--- src/rtl/evsc_fmt_pkg.sv ---
package evsc_fmt_pkg;

  // line levels and frame header values
  localparam logic START_BIT = 1'b0;
  localparam logic IDLE_BIT  = 1'b1;
  localparam logic TYPE_EVT  = 1'b1;
  localparam logic TYPE_SC   = 1'b0;

  // strobes from control to datapath
  typedef struct packed {
    logic loadEvt;
    logic loadSc;
    logic shift;
  } fmtStrobe_t;

endpackage

--- src/rtl/evsc_fmt_ctrl.sv ---
module evsc_fmt_ctrl
  import evsc_fmt_pkg::*;
#(
  parameter int unsigned SC_EVERY = 4
) (
  input  logic       clk,
  input  logic       rstN,
  input  logic       bitEn,
  input  logic       fifoEmpty,
  input  logic       scValid,
  input  logic       lastBit,
  output logic       fifoRd,
  output logic       scReady,
  output fmtStrobe_t strobe
);

  localparam int unsigned RUN_W = $clog2(SC_EVERY + 1);
  localparam logic [RUN_W-1:0] RUN_MAX = RUN_W'(SC_EVERY - 1);

  logic [RUN_W-1:0] runCnt;
  logic boundary;
  logic scDue;
  logic pickSc;
  logic pickEvt;

  // a new frame may start only when the current bit is idle or final
  always_comb begin
    boundary = rstN && bitEn && lastBit;
    scDue    = (runCnt >= RUN_MAX);
    pickSc   = scValid && (fifoEmpty || scDue);
    pickEvt  = !fifoEmpty && !pickSc;
    strobe.loadEvt = boundary && pickEvt;
    strobe.loadSc  = boundary && pickSc;
    strobe.shift   = rstN && bitEn && !(strobe.loadEvt || strobe.loadSc);
  end

  assign fifoRd  = strobe.loadEvt;
  assign scReady = strobe.loadSc;

  // consecutive event frames since the last slow-control frame, saturating
  always_ff @(posedge clk or negedge rstN) begin
    if (!rstN) begin
      runCnt <= '0;
    end else if (strobe.loadSc) begin
      runCnt <= '0;
    end else if (strobe.loadEvt && (runCnt < RUN_MAX)) begin
      runCnt <= runCnt + 1'b1;
    end
  end

  // checker: event frames sent while a slow-control word is pending
  logic [RUN_W:0] waitRun;
  always_ff @(posedge clk or negedge rstN) begin
    if (!rstN) begin
      waitRun <= '0;
    end else if (strobe.loadSc || !scValid) begin
      waitRun <= '0;
    end else if (strobe.loadEvt && (waitRun != '1)) begin
      waitRun <= waitRun + 1'b1;
    end
  end

  a_r7_sc_not_starved: assert property (@(posedge clk) disable iff (!rstN)
    waitRun <= {1'b0, RUN_MAX});

  a_r9_fifo_pop_nonempty: assert property (@(posedge clk) disable iff (!rstN)
    fifoRd |-> !fifoEmpty);

endmodule

--- src/rtl/evsc_fmt_datapath.sv ---
module evsc_fmt_datapath
  import evsc_fmt_pkg::*;
#(
  parameter int unsigned EVT_W = 96,
  parameter int unsigned SC_W  = 16
) (
  input  logic             clk,
  input  logic             rstN,
  input  fmtStrobe_t       strobe,
  input  logic [EVT_W-1:0] fifoData,
  input  logic [SC_W-1:0]  scData,
  output logic             serOut,
  output logic             lastBit
);

  localparam int unsigned PAY_W = (EVT_W > SC_W) ? EVT_W : SC_W;
  localparam int unsigned SH_W  = PAY_W + 2;
  localparam int unsigned CNT_W = $clog2(SH_W + 1);
  localparam logic [CNT_W-1:0] EVT_LEN = CNT_W'(EVT_W + 2);
  localparam logic [CNT_W-1:0] SC_LEN  = CNT_W'(SC_W + 2);

  logic [SH_W-1:0]  shreg;
  logic [CNT_W-1:0] bitsLeft;
  logic [SH_W-1:0]  evtFrame;
  logic [SH_W-1:0]  scFrame;

  // frames are left-aligned so the MSB is always the bit on the line
  always_comb begin
    evtFrame = '0;
    evtFrame[SH_W-1 -: EVT_W+2] = {START_BIT, TYPE_EVT, fifoData};
    scFrame = '0;
    scFrame[SH_W-1 -: SC_W+2] = {START_BIT, TYPE_SC, scData};
  end

  always_ff @(posedge clk or negedge rstN) begin
    if (!rstN) begin
      shreg    <= '0;
      bitsLeft <= '0;
    end else if (strobe.loadEvt) begin
      shreg    <= evtFrame;
      bitsLeft <= EVT_LEN;
    end else if (strobe.loadSc) begin
      shreg    <= scFrame;
      bitsLeft <= SC_LEN;
    end else if (strobe.shift && (bitsLeft != '0)) begin
      shreg    <= {shreg[SH_W-2:0], 1'b0};
      bitsLeft <= bitsLeft - 1'b1;
    end
  end

  assign serOut  = (bitsLeft != '0) ? shreg[SH_W-1] : IDLE_BIT;
  assign lastBit = (bitsLeft <= CNT_W'(1));

  a_r5_load_at_boundary: assert property (@(posedge clk) disable iff (!rstN)
    (strobe.loadEvt || strobe.loadSc) |-> (bitsLeft <= CNT_W'(1)));

  a_r4_hold_between_strobes: assert property (@(posedge clk) disable iff (!rstN)
    !$past(strobe.shift || strobe.loadEvt || strobe.loadSc) |-> $stable(serOut));

  a_r3_start_after_load: assert property (@(posedge clk) disable iff (!rstN)
    $past(strobe.loadEvt || strobe.loadSc) |-> (serOut == START_BIT));

endmodule

--- src/rtl/evsc_pkt_formatter.sv ---
module evsc_pkt_formatter
  import evsc_fmt_pkg::*;
#(
  parameter int unsigned EVT_W    = 96,
  parameter int unsigned SC_W     = 16,
  parameter int unsigned SC_EVERY = 4
) (
  input  logic             clk,
  input  logic             rstN,
  input  logic             bitEn,
  input  logic             fifoEmpty,
  input  logic [EVT_W-1:0] fifoData,
  output logic             fifoRd,
  input  logic [SC_W-1:0]  scData,
  input  logic             scValid,
  output logic             scReady,
  output logic             serOut
);

  fmtStrobe_t strobe;
  logic       lastBit;

  evsc_fmt_ctrl #(
    .SC_EVERY(SC_EVERY)
  ) u_ctrl (
    .clk      (clk),
    .rstN     (rstN),
    .bitEn    (bitEn),
    .fifoEmpty(fifoEmpty),
    .scValid  (scValid),
    .lastBit  (lastBit),
    .fifoRd   (fifoRd),
    .scReady  (scReady),
    .strobe   (strobe)
  );

  evsc_fmt_datapath #(
    .EVT_W(EVT_W),
    .SC_W (SC_W)
  ) u_dp (
    .clk     (clk),
    .rstN    (rstN),
    .strobe  (strobe),
    .fifoData(fifoData),
    .scData  (scData),
    .serOut  (serOut),
    .lastBit (lastBit)
  );

endmodule

--- config.mk ---
export PLATFORM = sky130hd
export DESIGN_NAME = evsc_pkt_formatter
export DESIGN_NICKNAME = d
export VERILOG_FILES = /design/src/rtl/evsc_fmt_pkg.sv /design/src/rtl/evsc_fmt_ctrl.sv /design/src/rtl/evsc_fmt_datapath.sv /design/src/rtl/evsc_pkt_formatter.sv
export SDC_FILE = /design/constraint.sdc
export NUM_CORES = 1
export LEC_CHECK = 0
export BUFFER_PORTS_ARGS = -buffer_cell sky130_fd_sc_hd__clkbuf_2
export CAP_MARGIN = 20
export CELL_PAD_IN_SITES_DETAIL_PLACEMENT = 0
export CELL_PAD_IN_SITES_GLOBAL_PLACEMENT = 2
export CORE_ASPECT_RATIO = 1.25
export CORE_MARGIN = 3
export CORE_UTILIZATION = 35
export CTS_CLUSTER_SIZE = 8
export DETAILED_ROUTE_END_ITERATION = 7
export PLACE_DENSITY = 0.78
export SETUP_SLACK_MARGIN = 0.3
export SLEW_MARGIN = 20
export SYNTH_ARGS = -nofsm -noshare
export SYNTH_HDL_FRONTEND = slang
export SYNTH_HIERARCHICAL = 1
export SYNTH_SLANG_ARGS = --single-unit
--- constraint.sdc ---
create_clock -name clk -period 3.4 [get_ports clk]
set_clock_uncertainty 0.1 [all_clocks]
set_input_delay 0.85 -clock clk [delete_from_list [all_inputs] [get_ports clk]]
set_output_delay 0.85 -clock clk [all_outputs]
set_load 0.005 [all_outputs]
# [Yosys cells after proc, flatten, opt, wreduce, memory -nomap -nowiden]
# Cells that the tools add are included.
[totals] regBits=108
[classes] add_sub_neg=2 magnitude_cmp=3 n_mux=9 reduce_logical=17
[ops] operator="$mux W98" n=3
[ops] operator="$mux W7" n=3
[ops] operator="$logic_and A1 B1 Y1" n=9
[ops] operator="$le A7 B1 Y1 const B" n=1
[ops] operator="$reduce_bool A7 Y1" n=1
[ops] operator="$sub A7 B1 Y7 const B" n=1
[ops] operator="$mux W3" n=2
[ops] operator="$add A3 B1 Y3 const B" n=1
[ops] operator="$ge A3 B2 Y1 const B" n=1
[ops] operator="$logic_not A1 Y1" n=3
[ops] operator="$lt A3 B2 Y1 const B" n=1
[ops] operator="$reduce_bool A3 Y1" n=1
[ops] operator="$logic_or A1 B1 Y1" n=2
[ops] operator="$reduce_bool A2 Y1" n=1
[ops] operator="$mux W1" n=1

# [Logic depth before layout (Yosys ltp)]
# Gate-level depths: netlist of the first run.
[depth] depth_word=13 ltp_mapped=13 ltp_nobuf=9

# [Hierarchy]
# The synthesis of the first run kept the hierarchy.
[modules_own_cells] mod="evsc_fmt_datapath" n_inst=1 cells_per_inst=595 area_per_inst_um2=5894.4 seq_area_each_um2=2627.5
[modules_own_cells] mod="evsc_fmt_ctrl" n_inst=1 cells_per_inst=25 area_per_inst_um2=266.5 seq_area_each_um2=75.1

# [Worst setup path after synthesis of the first run]
# No wires, ideal clock.
[synth_path] path_type="reg-to-reg" start="reg u_dp.bitsLeft[4]" end="reg u_dp.shreg[95]" setup_ps=125 t_arrival_ps=2730 setup_slack_ps=445 path_stages_with_launch=12 path_buffers=3 path_cell_list="dfrtp_1 > nor3_2 > o21ai_0 > nor3_1 > nand3_2 > nor3b_1 > buf_4 > buf_4 > nor2_4 > a22oi_4 > buf_2 > mux2_2"
[synth_between] elab_chain_len=8 elab_cells_between_ends=12 cone_classes="order compare: 1; mux: 2; reduce/logical: 9"
[synth_lines] element="start, declared" line="evsc_fmt_datapath.sv:23" source="logic [CNT_W-1:0] bitsLeft;"
[synth_lines] element="start signal, assigned" line="evsc_fmt_datapath.sv:47" source="bitsLeft <= bitsLeft - 1'b1;"
[synth_lines] element="$le A7 B1 Y1 *" line="evsc_fmt_datapath.sv:52" source="assign lastBit = (bitsLeft <= CNT_W'(1));"
[synth_lines] element="via lastBit" line="evsc_pkt_formatter.sv:21" source="logic lastBit;"
[synth_lines] element="$logic_and A1 B1 Y1 *" line="evsc_fmt_ctrl.sv:28" source="boundary = rstN && bitEn && lastBit;"
[synth_lines] element="$logic_and A1 B1 Y1 *" line="evsc_fmt_ctrl.sv:32" source="strobe.loadEvt = boundary && pickEvt;"
[synth_lines] element="via fifoRd" line="evsc_pkt_formatter.sv:13" source="output logic fifoRd,"
[synth_lines] element="$logic_or A1 B1 Y1" line="evsc_fmt_ctrl.sv:34" source="strobe.shift = rstN && bitEn && !(strobe.loadEvt || strobe.loadSc);"
[synth_lines] element="$logic_not A1 Y1" line="evsc_fmt_ctrl.sv:34"
[synth_lines] element="$logic_and A1 B1 Y1" line="evsc_fmt_ctrl.sv:34"
[synth_lines] element="$logic_and A1 B1 Y1" line="evsc_fmt_datapath.sv:45" source="end else if (strobe.shift && (bitsLeft != '0)) begin"
[synth_lines] element="$reduce_bool A3 Y1 (no source line)"
[synth_lines] element="end signal, assigned" line="evsc_fmt_datapath.sv:40" source="shreg <= evtFrame;"
[synth_lines] element="end signal, assigned" line="evsc_fmt_datapath.sv:43" source="shreg <= scFrame;"
[synth_lines] element="end signal, assigned" line="evsc_fmt_datapath.sv:46" source="shreg <= {shreg[SH_W-2:0], 1'b0};"
[synth_lines] element="end, declared" line="evsc_fmt_datapath.sv:22" source="logic [SH_W-1:0] shreg;"
# The timed path passes the listed nets; every way through them passes the cells marked *.
# A chain may end at the register's enable or synchronous reset.

# [Worst setup path in the final report of the first run]
[layout_path] start="reg u_ctrl.runCnt[0]" end="out fifoRd"
[layout_between] elab_chain_len=6
[layout_lines] element="start, declared" line="evsc_fmt_ctrl.sv:20" source="logic [RUN_W-1:0] runCnt;"
[layout_lines] element="start signal, assigned" line="evsc_fmt_ctrl.sv:47" source="runCnt <= runCnt + 1'b1;"
[layout_lines] element="$ge A3 B2 Y1" line="evsc_fmt_ctrl.sv:29" source="scDue = (runCnt >= RUN_MAX);"
[layout_lines] element="$logic_or A1 B1 Y1" line="evsc_fmt_ctrl.sv:30" source="pickSc = scValid && (fifoEmpty || scDue);"
[layout_lines] element="$logic_and A1 B1 Y1" line="evsc_fmt_ctrl.sv:30"
[layout_lines] element="$logic_not A1 Y1" line="evsc_fmt_ctrl.sv:31" source="pickEvt = !fifoEmpty && !pickSc;"
[layout_lines] element="$logic_and A1 B1 Y1" line="evsc_fmt_ctrl.sv:31"
[layout_lines] element="$logic_and A1 B1 Y1" line="evsc_fmt_ctrl.sv:32"
[layout_lines] element="end, declared" line="evsc_pkt_formatter.sv:13"
# Every way passes these cells.

==> results.md, run 1 <==
* Initial Utilization at 0.362
* Largest net degree at the start of global routing at 83
* Post-layout nets at 839
* Fmax at 339 MHz
* RSZ-0062 raised after global routing: false
* Distinct cells, synth at 47
* CTS buffer count at 9
* Commonest non-fill, non-tap cell in the layout: nand2_1
* Crit-path slowest cell: dfrtp_1
* Drt total wl at 16500 um
* Relative slew slack at 0.356
* Worst Setup End Kind: output port
* VDD IR-drop max at 0.270 mV
* Outcome: complete, no violations
* Vias in the first global route at 5208
* DR iter-0 viols at 388
* Clock transition at the registers of the reported paths at 0.07 ns
* Syn Nets at 741
* Layout Utilization at 0.428
* Ys Warns at 6
* Hold_buf cts at 0
* Pre-Repair DR Iteration Count at 4
* Power per cell area at 624 mW/mm2
* CP Launch Type: flop
* WS Path Type: flop to output port
* CP Data Required Time at 2.45 ns
* Core Region at 0.0170 mm2
* Largest stage delay on the critical path at 0.42 ns
* Arr. time, crit path at 2.00 ns
* Post-synthesis sequential area ratio at 0.439
* Fin. max-slew vios at 0
* Layout Cells excl Fill at 943
* Htree depth at 3
* Die area at 0.0192 mm2
* Leak Pwr at 2.66 nW
* Layout Area Growth over Synthesis at 18.4%
* Share of cells above drive strength 1 at 0.335
* Top FF cell, synth: dfrtp_1
* Total grt overflow at 0
* Max-Cap Viols at 0
* Area of the multi-input gates at 0.00314 mm2
* DRC viols at 0
* Fill cells at 1670
* Die W at 125 um
* Final setup violation count at 0
* Cell mode on critical path: ha_1
* Setup tns final at 0 ns
* Avg WL per Cell at 17.5 um
* First-pass GRT wire length at 27100 um
* Via density per instance at 5.44
* Dpl hpwl at 10500 um
* Hold Fails Final Rpt at 0
* Clock Path Buffers at 2
* Min-delay worst type: primary input to async pin
* Post-synthesis async set-or-reset flop share at 1.00
* Syn Inst Count at 620
* Syn Area/Cell at 9.94 um2
* Synthesized area at 0.00616 mm2
* Critical-path cell list: ha_1, ha_1, o31ai_2, nor3b_2, clkbuf_2
* IO Pins at 120
* Yosys reg bits at 108
* Detail Route Antenna Nets at 0
* CTS sink count at 108
* Vias at 5126
* Final GP Congestion at 0.785
* Final Critical Period at 2.95 ns
* PortBufs at 119
* CP max FO at 4
* Worst-margin pin slew at 0.966 ns
* Fin area at 0.00730 mm2
* Crit share post-route at 0.868
* DP Area at 0.00693 mm2
* FF/Latch Area at 0.00270 mm2
* CTS tree: built
* Antenna diode instance count at 0
* Clock latency on the worst-skew pair at 0.35 ns
* Initial antenna violation count at 1
* Row count at 53
* CTS Root Cell: clkbuf_16
* Die height at 154 um
* Most frequent cells in the layout: nand2_1 (186), clkbuf_2 (118), dfrtp_1 (108)
* Post-synth EDFFs at 0
* Post-placement cell count at 923
* Tot GR Track Use at 0.170
area by class of cell:
type,instances,area share
tap,220,0.0377
timing repair buffer,142,0.115
inverter,7,0.00360
multi-input combinational,450,0.430
clock buffer,11,0.0346
clock inverter,5,0.00806
sequential,108,0.370
stage by stage:
step	setup WS, ns	power (mW)	hold slack, ns
floorplan	0.445	3.06	0.357
global placement	0.265	3.40	0.372
detailed placement	0.169	3.45	0.374
CTS	0.382	4.58	0.183
global route	0.292	4.85	0.180
finish	0.449	4.55	0.200
power breakdown:
part | internal (mW) | switching, mW | total, mW
registers | 1.74 | 0.305 | 2.04
logic | 0.828 | 0.575 | 1.40
clock network | 0.614 | 0.494 | 1.11
synth_stat cells, drive strengths merged (2+ instances only):
| master | n | area [um2] |
|---|---|---|
| a211o | 3 | 26.3 |
| a21oi | 5 | 25.0 |
| and2 | 2 | 12.5 |
| buf | 33 | 235 |
| clkbuf | 22 | 82.6 |
| dfrtp | 108 | 2700 |
| ha | 4 | 50.1 |
| inv | 7 | 26.3 |
| mux2 | 18 | 203 |
| mux2i | 19 | 190 |
| nand2 | 186 | 698 |
| nand3 | 3 | 20.0 |
| nand3b | 79 | 593 |
| nor2 | 4 | 22.5 |
| nor3 | 4 | 25.0 |
| nor3b | 3 | 27.5 |
| o21ai | 19 | 95.1 |
| o221a | 79 | 890 |
| o311ai | 2 | 17.5 |
| o31ai | 2 | 20.0 |
| or2 | 2 | 12.5 |
layer usage:
layer | wire (um) | track usage | vias to the layer above
li1 | - | - | 2453
met1 | 7820 | 0.244 | 2535
met2 | 7710 | 0.256 | 123
met3 | 742 | 0.0366 | 13
met4 | 180 | 0.0554 | 2
met5 | 11 | 0 | -
worst paths after layout:
kind                                  startpoint               end  slack [ns]  depth (start not counted)
worst max-delay path            u_ctrl/runCnt[0]            fifoRd        0.45                          5
worst min-delay path                        rstN  u_ctrl/runCnt[0]        0.20                          1
worst max register to register  u_ctrl/runCnt[0]    u_dp/shreg[81]        0.47                          9
worst min register to register    u_dp/shreg[84]    u_dp/shreg[84]        0.39                          1
max in group asynchronous                   rstN     u_dp/shreg[4]        1.37                          3
min in group clk                  u_dp/shreg[84]    u_dp/shreg[84]        0.39                          1
worst max-delay path, delay by kind of cell, from the launching register on:
| family | cells | cell delay (ns) |
|---|---|---|
| flip-flops | 1 | 0.42 |
| buffers and inverters | 1 | 0.15 |
| AND/OR/NAND/NOR | 1 | 0.26 |
| AO/OA/AOI/OAI | 1 | 0.35 |
| adder cells (fa/ha/maj) | 2 | 0.47 |
state kept, by name, indices dropped and copies added (netlist names):
signal         cells
u_dp/shreg        98
u_ctrl/runCnt      3
u_dp/bitsLeft      7
cells by family after synthesis:
family | synth area share
AND/OR/NAND/NOR | 0.244
AO/OA/AOI/OAI | 0.190
flip-flops | 0.439
buffers and inverters | 0.0558
multiplexers | 0.0638
adder cells (fa/ha/maj) | 0.00812
what timing repair did:
item,4_1_cts,5_1_grt
setup buffers,1,2
pin swaps,1,0
cloned,0,1
setup endpoints to repair,1,18
resized for setup,0,1
No activity file was read; power rests on OpenSTA's default activity.
==> inputs of run 2 (changes only) <==
==> constraint.sdc (replaced) <==
create_clock -name clk -period 3 [get_ports clk]
set_clock_uncertainty 0.1 [all_clocks]
set_input_delay 0.75 -clock clk [delete_from_list [all_inputs] [get_ports clk]]
set_output_delay 0.75 -clock clk [all_outputs]
set_load 0.005 [all_outputs]
==> run 2 against run 1 <==
Cell area is 16% higher. Core utilization up 6.7 points. Largest power group is now combinational logic. Worst hold slack worse by 0.10 ns. Cell count up 4.7%. Combinational power grew 69%.
==> results.md, run 2 (synthesized netlist as in run 1, its figures left out) <==
* Row count at 53 (unchanged)
* Relative slew slack at 0.476 (was 0.356)
* Outcome: complete, no violations (unchanged)
* IO Pins at 120 (unchanged)
* DRC viols at 0 (unchanged)
* Via density per instance at 5.44 (about the same)
* Largest reg by FF count: u_dp/shreg (unchanged)
* CTS Root Cell: clkbuf_16 (unchanged)
* Cell class contributing the biggest share of worst-path delay: simple AND/OR/NAND/NOR gates (was adder cells)
* Min-delay worst type: primary input to async pin (unchanged)
* Tot GR Track Use at 0.187 (was 0.170)
* Initial antenna violation count at 0 (was 1)
* Fill cells at 1604 (was 1670)
* Critical-path cell list: nor3_4, o21ai_1, nor3_2, nand3_2, nor3b_4, buf_4, buf_12, nor2_4, a22oi_4, buf_6, buf_6, buf_16, mux2_4 (was ha_1, ha_1, o31ai_2, nor3b_2, clkbuf_2)
* Clock Path Buffers at 2 (unchanged)
* Hold_buf cts at 0 (unchanged)
* Cell mode on critical path: buf_6 (was ha_1)
* Commonest non-fill, non-tap cell in the layout: nand2_1 (unchanged)
* Detail Route Antenna Nets at 0 (unchanged)
* Total Power at 5.76 mW (was 4.55 mW)
* Clock latency on the worst-skew pair at 0.35 ns (about the same)
* Htree depth at 3 (unchanged)
* Die height at 154 um (unchanged)
* DR iter-0 viols at 289 (was 388)
* RSZ-0062 raised after global routing: true (was false)
* Dpl hpwl at 10200 um (was 10500 um)
* Arr. time, crit path at 2.93 ns (was 2.00 ns)
* Max FFs per register at 98 (unchanged)
* First-pass GRT wire length at 29400 um (was 27100 um)
* VDD IR-drop max at 0.322 mV (was 0.270 mV)
* Power per cell area at 683 mW/mm2 (was 624 mW/mm2)
* DP Area at 0.00702 mm2 (was 0.00693 mm2)
* Share of cells above drive strength 1 at 0.386 (was 0.335)
* Largest net degree at the start of global routing at 83 (unchanged)
* Leak Pwr at 3.16 nW (was 2.66 nW)
* Total grt overflow at 0 (unchanged)
* CP Data Required Time at 3.13 ns (was 2.45 ns)
* Setup WS post-layout at 0.205 ns (was 0.449 ns)
* Largest regs: u_dp/shreg (98), u_dp/bitsLeft (7), u_ctrl/runCnt (3) (unchanged)
* Drt total wl at 18500 um (was 16500 um)
* Most frequent cells in the layout: nand2_1 (186), clkbuf_2 (117), dfrtp_1 (105) (was nand2_1 (186), clkbuf_2 (118), dfrtp_1 (108))
* PortBufs at 119 (unchanged)
* Avg WL per Cell at 18.7 um (was 17.5 um)
* Largest stage delay on the critical path at 0.42 ns (about the same)
* WS Path Type: flop to flop (was flop to output port)
* Setup tns final at 0 ns (unchanged)
* CP bufs+invs at 5 (was 1)
* Place WS at 0.0577 ns (was 0.169 ns)
* CP Launch Type: flop (unchanged)
* Fin. max-slew vios at 0 (unchanged)
* Pre-Repair DR Iteration Count at 4 (unchanged)
* Hold Fails Final Rpt at 0 (unchanged)
* Layout Utilization at 0.495 (was 0.428)
* Crit-path slowest cell: dfrtp_2 (was dfrtp_1)
* Fmax at 358 MHz
* Initial Utilization at 0.362 (unchanged)
* Vias in the first global route at 5542 (was 5208)
* Crit share post-route at 0.932
* Max-Cap Viols at 0 (unchanged)
* Die W at 125 um (unchanged)
* Layout Area Growth over Synthesis at 36.9% (was 18.4%)
* Worst Setup End Kind: flop (was output port)
* CTS buffer count at 9 (unchanged)
* Fin area at 0.00844 mm2 (was 0.00730 mm2)
* Antenna diode instance count at 0 (unchanged)
* Core Region at 0.0170 mm2 (unchanged)
* Final Critical Period at 2.80 ns
* Clock transition at the registers of the reported paths at 0.07 ns (about the same)
* CTS tree: built (unchanged)
* CTS sink count at 108 (unchanged)
* Die area at 0.0192 mm2 (unchanged)
* Post-layout nets at 884 (was 839)
* Final GP Congestion at 0.778 (was 0.785)
* Final setup violation count at 0 (unchanged)
* Vias at 5368 (was 5126)
* CP max FO at 4 (unchanged)
* Worst-margin pin slew at 0.785 ns (was 0.966 ns)
[run 2: final cells by class]
| type | instances | area, um2 | area share |
|---|---|---|---|
| clock buffers | 12 | 236 | 0.0280 |
| clock inverters | 3 | 15.0 | 0.00178 |
| inverters | 7 | 26.3 | 0.00311 |
| multi-input cells | 450 | 3570 | 0.423 |
| flip-flops and latches | 108 | 2710 | 0.321 |
| well taps | 220 | 275 | 0.0326 |
| repair buffers | 187 | 1610 | 0.191 |
[run 2: metrics by stage]
stage | hold slack (ns) | std cells
global route | 0.0855 | 987
global placement | 0.370 | 926
CTS | 0.0870 | 984
detailed placement | 0.378 | 926
floorplan | 0.354 | 620
finish | 0.0990 | 987
[run 2: metal layers]
layer	global-route usage	up-vias	wire, um
met5	0	-	0
met4	0.0595	0	279
met3	0.0294	15	805
met2	0.309	142	8950
met1	0.252	2661	8440
li1	-	2550	-
[run 2: report_power, final]
group	internal (mW)	switching, mW	leakage [nW]	total, mW
Clock	0.557	0.530	0.126	1.09
Sequential	1.97	0.342	1.13	2.32
Combinational	1.50	0.863	1.90	2.36
[run 2: final timing paths]
kind | to | cells past startpoint | from | slack, ns
hold reg to reg | u_dp/shreg[93] | 1 | u_dp/shreg[93] | 0.41
setup / recovery | u_dp/shreg[86] | 13 | u_dp/bitsLeft[6] | 0.20
hold / removal | u_ctrl/runCnt[2] | 1 | rstN | 0.1
max in group asynchronous | u_dp/shreg[97] | 3 | rstN | 1.08
min in group clk | u_dp/shreg[93] | 1 | u_dp/shreg[93] | 0.41
setup reg to reg | u_dp/shreg[86] | 13 | u_dp/bitsLeft[6] | 0.20
[run 2: repair_timing]
action                                  4_1_cts  5_1_grt
resized for setup                            77       20
gates cloned                                 12        2
pin swaps                                    12       10
endpoints found under the setup margin       70      101
setup buffers                                31        1
